`config.mk`:
```
export PLATFORM = sky130hd
export DESIGN_NAME = synth_cfg_port
export DESIGN_NICKNAME = d
export VERILOG_FILES = /design/src/rtl/synth_cfg_pkg.sv /design/src/rtl/synth_cfg_sync.sv /design/src/rtl/synth_cfg_shift.sv /design/src/rtl/synth_cfg_latch.sv /design/src/rtl/synth_cfg_port.sv
export SDC_FILE = /design/constraint.sdc
export NUM_CORES = 1
export LEC_CHECK = 0
export CAP_MARGIN = 10
export CORE_MARGIN = 4
export CORE_UTILIZATION = 45
export DETAILED_ROUTE_END_ITERATION = 6
export PLACE_DENSITY = 0.68
export SYNTH_ARGS = -nofsm -noshare
export SYNTH_HDL_FRONTEND = slang
export SYNTH_HIERARCHICAL = 1
export SYNTH_SLANG_ARGS = --single-unit
```
`constraint.sdc`:
```
create_clock -name clk -period 4.7 [get_ports clk]
set_clock_uncertainty 0.1 [all_clocks]
set_input_delay 0.94 -clock clk [delete_from_list [all_inputs] [get_ports clk]]
set_output_delay 0.94 -clock clk [all_outputs]
set_load 0.02 [all_outputs]
```
`src/rtl/synth_cfg_pkg.sv`:
```
package synth_cfg_pkg;
  localparam int REF_W     = 14;
  localparam int SWAL_W    = 7;
  localparam int MAIN_W    = 11;
  localparam int WORD_W    = 1 + SWAL_W + MAIN_W;
  localparam int REF_BITS  = REF_W + 3;
  localparam int MIN_RATIO = 5;

  typedef struct packed {
    logic              mon_sel;
    logic              phase_inv;
    logic              pre_sel;
    logic [REF_W-1:0]  ref_div;
  } ref_word_t;

  typedef struct packed {
    logic [MAIN_W-1:0] main_div;
    logic [SWAL_W-1:0] swallow;
  } div_word_t;

  localparam ref_word_t REF_RESET = '{mon_sel: 1'b0, phase_inv: 1'b0,
                                      pre_sel: 1'b0, ref_div: REF_W'(MIN_RATIO)};
  localparam div_word_t DIV_RESET = '{main_div: MAIN_W'(MIN_RATIO),
                                      swallow: SWAL_W'(0)};
endpackage

```
`src/rtl/synth_cfg_sync.sv`:
```
module synth_cfg_sync #(
  parameter int STAGES = 2,
  parameter int WIDTH  = 3
) (
  input  logic             clk,
  input  logic             rst_n,
  input  logic [WIDTH-1:0] pin_i,
  output logic [WIDTH-1:0] lvl_o,
  output logic [WIDTH-1:0] rise_o
);
  logic [STAGES-1:0][WIDTH-1:0] chain_q, chain_d;
  logic [WIDTH-1:0]             prev_q;

  always_comb begin
    chain_d[0] = pin_i;
    for (int s = 1; s < STAGES; s++) chain_d[s] = chain_q[s-1];
  end

  always_ff @(posedge clk or negedge rst_n) begin
    if (!rst_n) begin
      chain_q <= '0;
      prev_q  <= '0;
    end else begin
      chain_q <= chain_d;
      prev_q  <= chain_q[STAGES-1];
    end
  end

  assign lvl_o  = chain_q[STAGES-1];

  for (genvar k = 0; k < WIDTH; k++) begin : g_edge
    assign rise_o[k] = chain_q[STAGES-1][k] & ~prev_q[k];
  end
endmodule

```
`src/rtl/synth_cfg_shift.sv`:
```
module synth_cfg_shift
  import synth_cfg_pkg::*;
(
  input  logic              clk,
  input  logic              rst_n,
  input  logic              shift_en,
  input  logic              load_lvl,
  input  logic              bit_i,
  output logic [WORD_W-1:0] word_o
);
  logic [WORD_W-1:0] sr_q, sr_d;
  logic              take;

  assign take = shift_en & ~load_lvl;

  always_comb begin
    sr_d = {sr_q[WORD_W-2:0], bit_i};
  end

  always_ff @(posedge clk or negedge rst_n) begin
    if (!rst_n)     sr_q <= '0;
    else if (take)  sr_q <= sr_d;
  end

  assign word_o = sr_q;

  // a taken edge moves the data bit in at the bottom
  a_r1_shift_in: assert property (@(posedge clk) disable iff (!rst_n)
    (shift_en && !load_lvl) |=> (word_o[0] == $past(bit_i)) &&
                                (word_o[WORD_W-1:1] == $past(word_o[WORD_W-2:0])));
  // nothing moves while the load strobe is high
  a_r6_frozen_in_load: assert property (@(posedge clk) disable iff (!rst_n)
    load_lvl |=> $stable(word_o));
endmodule

```
`src/rtl/synth_cfg_latch.sv`:
```
module synth_cfg_latch
  import synth_cfg_pkg::*;
(
  input  logic              clk,
  input  logic              rst_n,
  input  logic              load_en,
  input  logic [WORD_W-1:0] word_i,
  output ref_word_t         ref_o,
  output div_word_t         div_o,
  output logic              err_o
);
  ref_word_t ref_q, ref_d, cand_ref;
  div_word_t div_q, div_d, cand_div;
  logic      err_q, err_d;
  logic      to_ref, ref_ok, div_ok;

  assign to_ref   = word_i[0];
  assign cand_ref = ref_word_t'(word_i[REF_BITS:1]);
  assign cand_div = div_word_t'(word_i[WORD_W-1:1]);
  assign ref_ok   = cand_ref.ref_div >= REF_W'(MIN_RATIO);
  assign div_ok   = cand_div.main_div >= MAIN_W'(MIN_RATIO);

  always_comb begin
    ref_d = ref_q;
    div_d = div_q;
    err_d = err_q;
    if (to_ref) begin
      if (ref_ok) begin
        ref_d = cand_ref;
        err_d = 1'b0;
      end else begin
        err_d = 1'b1;
      end
    end else begin
      if (div_ok) begin
        div_d = cand_div;
        err_d = 1'b0;
      end else begin
        err_d = 1'b1;
      end
    end
  end

  always_ff @(posedge clk or negedge rst_n) begin
    if (!rst_n) begin
      ref_q <= REF_RESET;
      div_q <= DIV_RESET;
      err_q <= 1'b0;
    end else if (load_en) begin
      ref_q <= ref_d;
      div_q <= div_d;
      err_q <= err_d;
    end
  end

  assign ref_o = ref_q;
  assign div_o = div_q;
  assign err_o = err_q;

  // the latched reference value never falls below the floor
  a_r8_ref_floor: assert property (@(posedge clk) disable iff (!rst_n)
    ref_o.ref_div >= REF_W'(MIN_RATIO));
  // the latched main value never falls below the floor
  a_r9_main_floor: assert property (@(posedge clk) disable iff (!rst_n)
    div_o.main_div >= MAIN_W'(MIN_RATIO));
  // without a load pulse every latch holds
  a_r5_hold_idle: assert property (@(posedge clk) disable iff (!rst_n)
    !load_en |=> $stable(ref_o) && $stable(div_o) && $stable(err_o));
  // a reference transfer leaves the divider latch alone
  a_r2_ref_route: assert property (@(posedge clk) disable iff (!rst_n)
    (load_en && word_i[0]) |=> $stable(div_o));
  // a divider transfer leaves the reference latch alone
  a_r2_div_route: assert property (@(posedge clk) disable iff (!rst_n)
    (load_en && !word_i[0]) |=> $stable(ref_o));
endmodule

```
`src/rtl/synth_cfg_port.sv`:
```
module synth_cfg_port
  import synth_cfg_pkg::*;
#(
  parameter int SYNC_STAGES = 2
) (
  input  logic              clk,
  input  logic              rst_n,
  input  logic              ser_data_i,
  input  logic              ser_clk_i,
  input  logic              ser_load_i,
  output logic [REF_W-1:0]  ref_div_o,
  output logic              pre_sel_o,
  output logic              phase_inv_o,
  output logic              mon_sel_o,
  output logic [SWAL_W-1:0] swallow_o,
  output logic [MAIN_W-1:0] main_div_o,
  output logic              ratio_err_o
);
  localparam int LANES    = 3;
  localparam int L_DATA   = 0;
  localparam int L_CLK    = 1;
  localparam int L_LOAD   = 2;

  logic [1:0]        rst_sync_q;
  logic              rst_int_n;
  logic [LANES-1:0]  pin_lvl, pin_rise;
  logic [WORD_W-1:0] word;
  ref_word_t         ref_w;
  div_word_t         div_w;

  always_ff @(posedge clk or negedge rst_n) begin
    if (!rst_n) rst_sync_q <= 2'b00;
    else        rst_sync_q <= {rst_sync_q[0], 1'b1};
  end
  assign rst_int_n = rst_sync_q[1];

  synth_cfg_sync #(.STAGES(SYNC_STAGES), .WIDTH(LANES)) u_sync (
    .clk    (clk),
    .rst_n  (rst_int_n),
    .pin_i  ({ser_load_i, ser_clk_i, ser_data_i}),
    .lvl_o  (pin_lvl),
    .rise_o (pin_rise)
  );

  synth_cfg_shift u_shift (
    .clk      (clk),
    .rst_n    (rst_int_n),
    .shift_en (pin_rise[L_CLK]),
    .load_lvl (pin_lvl[L_LOAD]),
    .bit_i    (pin_lvl[L_DATA]),
    .word_o   (word)
  );

  synth_cfg_latch u_latch (
    .clk     (clk),
    .rst_n   (rst_int_n),
    .load_en (pin_rise[L_LOAD]),
    .word_i  (word),
    .ref_o   (ref_w),
    .div_o   (div_w),
    .err_o   (ratio_err_o)
  );

  assign ref_div_o   = ref_w.ref_div;
  assign pre_sel_o   = ref_w.pre_sel;
  assign phase_inv_o = ref_w.phase_inv;
  assign mon_sel_o   = ref_w.mon_sel;
  assign swallow_o   = div_w.swallow;
  assign main_div_o  = div_w.main_div;
endmodule

```
==> metrics <==
initial antenna violation count=0; Initial Utilization=a little under half; Gate Count Post-Synth=~140; WP buf/inv=1; die extent in x=just over 80 um; met2 usage=20.4%; CTS buffer count=9; Hold WC Path Type=reg -> reg; Largest stage delay, worst path=0.60 ns; Resize count post-CTS=0; area delta synth->final=25.1%; Clock Latency Late Sink=~0.32 ns; CTS tree=yes; fin crit period=roughly 2.5 ns; CP arrival=between 1 and 1.5 ns; I/O Buffers=40; Crit path required time=3.66 ns; post-detailed-route DRC marker count=0; IO Pins=just over 40; Tot GR Track Use=around 13%; fin. max-slew vios=0; layout cells sized above 1=about two fifths; die area=just under 0.007 mm^2; worst setup margin=about 2.2 ns; Leak=roughly 1.5 nW; fin crit share=between 50% and 60%; setup TNS=0 ns; postcts setup bufs=0; reg2reg path depth=5; clock root cell=clkbuf_8; Core Util, Final=between 50% and 60%; Non-Filler Instances=roughly 270; CP cell instances=clkdlybuf4s50_1; CP startpoint kind=flop; grt total ovfl=0; Clock Path Buffers=2; Synthesis Warnings=6; diode count=0; Least-Margin Pin Slew=0.743 ns; core box area=approximately 0.0055 mm^2; cts hold-fix bufs=0; Post-Synthesis Cell Area=~0.0025 mm^2; HPWL Detailed=2.69 mm; RR Startpoint=u_shift/word_o[10]; Vias/cell=4.87; Mapped Nets=147; Hold Violations, Final=0; met3 Usage GRT=between 4 and 5%; largest net degree at the start of global routing=64; Avg Inst Size Synth=17.8 um^2; Max Freq=402 MHz; crit path from=u_latch/ref_o[0]; DP Worst Slack=2.45 ns; H-tree levels=3; kind of critical path=reg -> out; row count=27; Routed WL=slightly above 4 mm; Die Span Y=just over 80 um; power density over the cells=between 400 and 500 mW/mm^2; Routed Antenna Nets=0; fin nets=~200; Sink Count=65; Setup crit end=ref_div_o[0]; Critical Path Sink Type=primary output; Placed Instances=around 250; GR Util met1=16.3%; R2R setup slack=2.46 ns; Max VDD drop=about 0.21 mV; Placer Congestion=0.685; CP max-delay cell=clkdlybuf4s50_1; Max-cap violations=0; GR peak layer=met2; first drt pass iteration count=4; Top delay family on crit path=buffers and inverters; wire per inst=around 15 um; vias in the first global route=roughly 1,400; Fill cells=~460; Crit Reg-Reg Endpoint=u_latch/div_o[17]; Rel. slew slack=between 50% and 60%; CP Depth=1; first-pass GRT wire length=approximately 7.1 mm; CTS clock-pin slew for the worst setup and hold paths=about 0.07 ns; RSZ-0062 raised after global routing=false; Iter 0 DRT Violations=57; Final Setup Violations=0; Hold WS=around 0.25 ns; status=completed; Via Count=1,301; crit-path max FO=2
==> per-stage QoR <==
step | power [mW] | instance area, um^2
global placement | 0.954 | 2980
detailed placement | 0.964 | 2980
CTS | 1.42 | 3160
floorplan | 0.859 | 2530
global route | 1.47 | 3160
finish | 1.40 | 3160
==> state kept, by name, indices dropped and copies added, names as in the netlist <==
| register | cells |
|---|---|
| rst_sync_q | 2 |
| u_latch/div_o | 18 |
| u_latch/err_o | 1 |
| u_latch/ref_o | 17 |
| u_shift/word_o | 19 |
| u_sync/chain_d | 3 |
| u_sync/lvl_o | 3 |
| u_sync/prev_q | 2 |
==> worst min-delay path by stage <==
| stage | from | endpoint | cells after the start |
|---|---|---|---|
| after floorplan | rst_sync_q[0] | rst_sync_q[1] | 0 |
| final | u_sync/chain_d[5] | u_sync/lvl_o[2] | 0 |
| after global routing | u_sync/chain_d[3] | u_sync/lvl_o[0] | 0 |
| after detailed placement | u_sync/chain_d[5] | u_sync/lvl_o[2] | 0 |
| after global placement | u_sync/chain_d[5] | u_sync/lvl_o[2] | 0 |
| after CTS | u_sync/chain_d[5] | u_sync/lvl_o[2] | 0 |
==> power by group <==
| part | switching (mW) | total, mW | internal, mW |
|---|---|---|---|
| combinational | 0.108 | 0.250 | 0.142 |
| clock | 0.189 | 0.447 | 0.258 |
| sequential | 0.0637 | 0.700 | 0.636 |
==> layer usage <==
layer | vias up | share of wire [%] | wire length [um]
li1 | 601 | - | -
met1 | 673 | 45 | 1830
met2 | 25 | 51 | 2060
met3 | 2 | 3.8 | 155
met4 | 0 | 0.35 | 14
met5 | - | 0 | 0
==> cell type report <==
class	instances	area, um^2	area share, %
multi-input combinational	72	837	26.5
tap	72	90.1	2.85
clock buffer	13	149	4.71
sequential	65	1630	51.6
clock inverter	3	40.0	1.27
timing repair buffer	42	415	13.1
==> placed cells by master (no fill, tap or decap), types with 2 or more instances in the layout <==
cell type and count:
clkbuf_8 10, buf_4 2, dfstp_2 4, mux2_4 20, clkbuf_1 3, clkinv_2 2, mux2_2 34, clkdlybuf4s50_1 40
nor2b_4 3, dfrtp_1 60
Note: power is estimated with default switching activity, not from simulation.
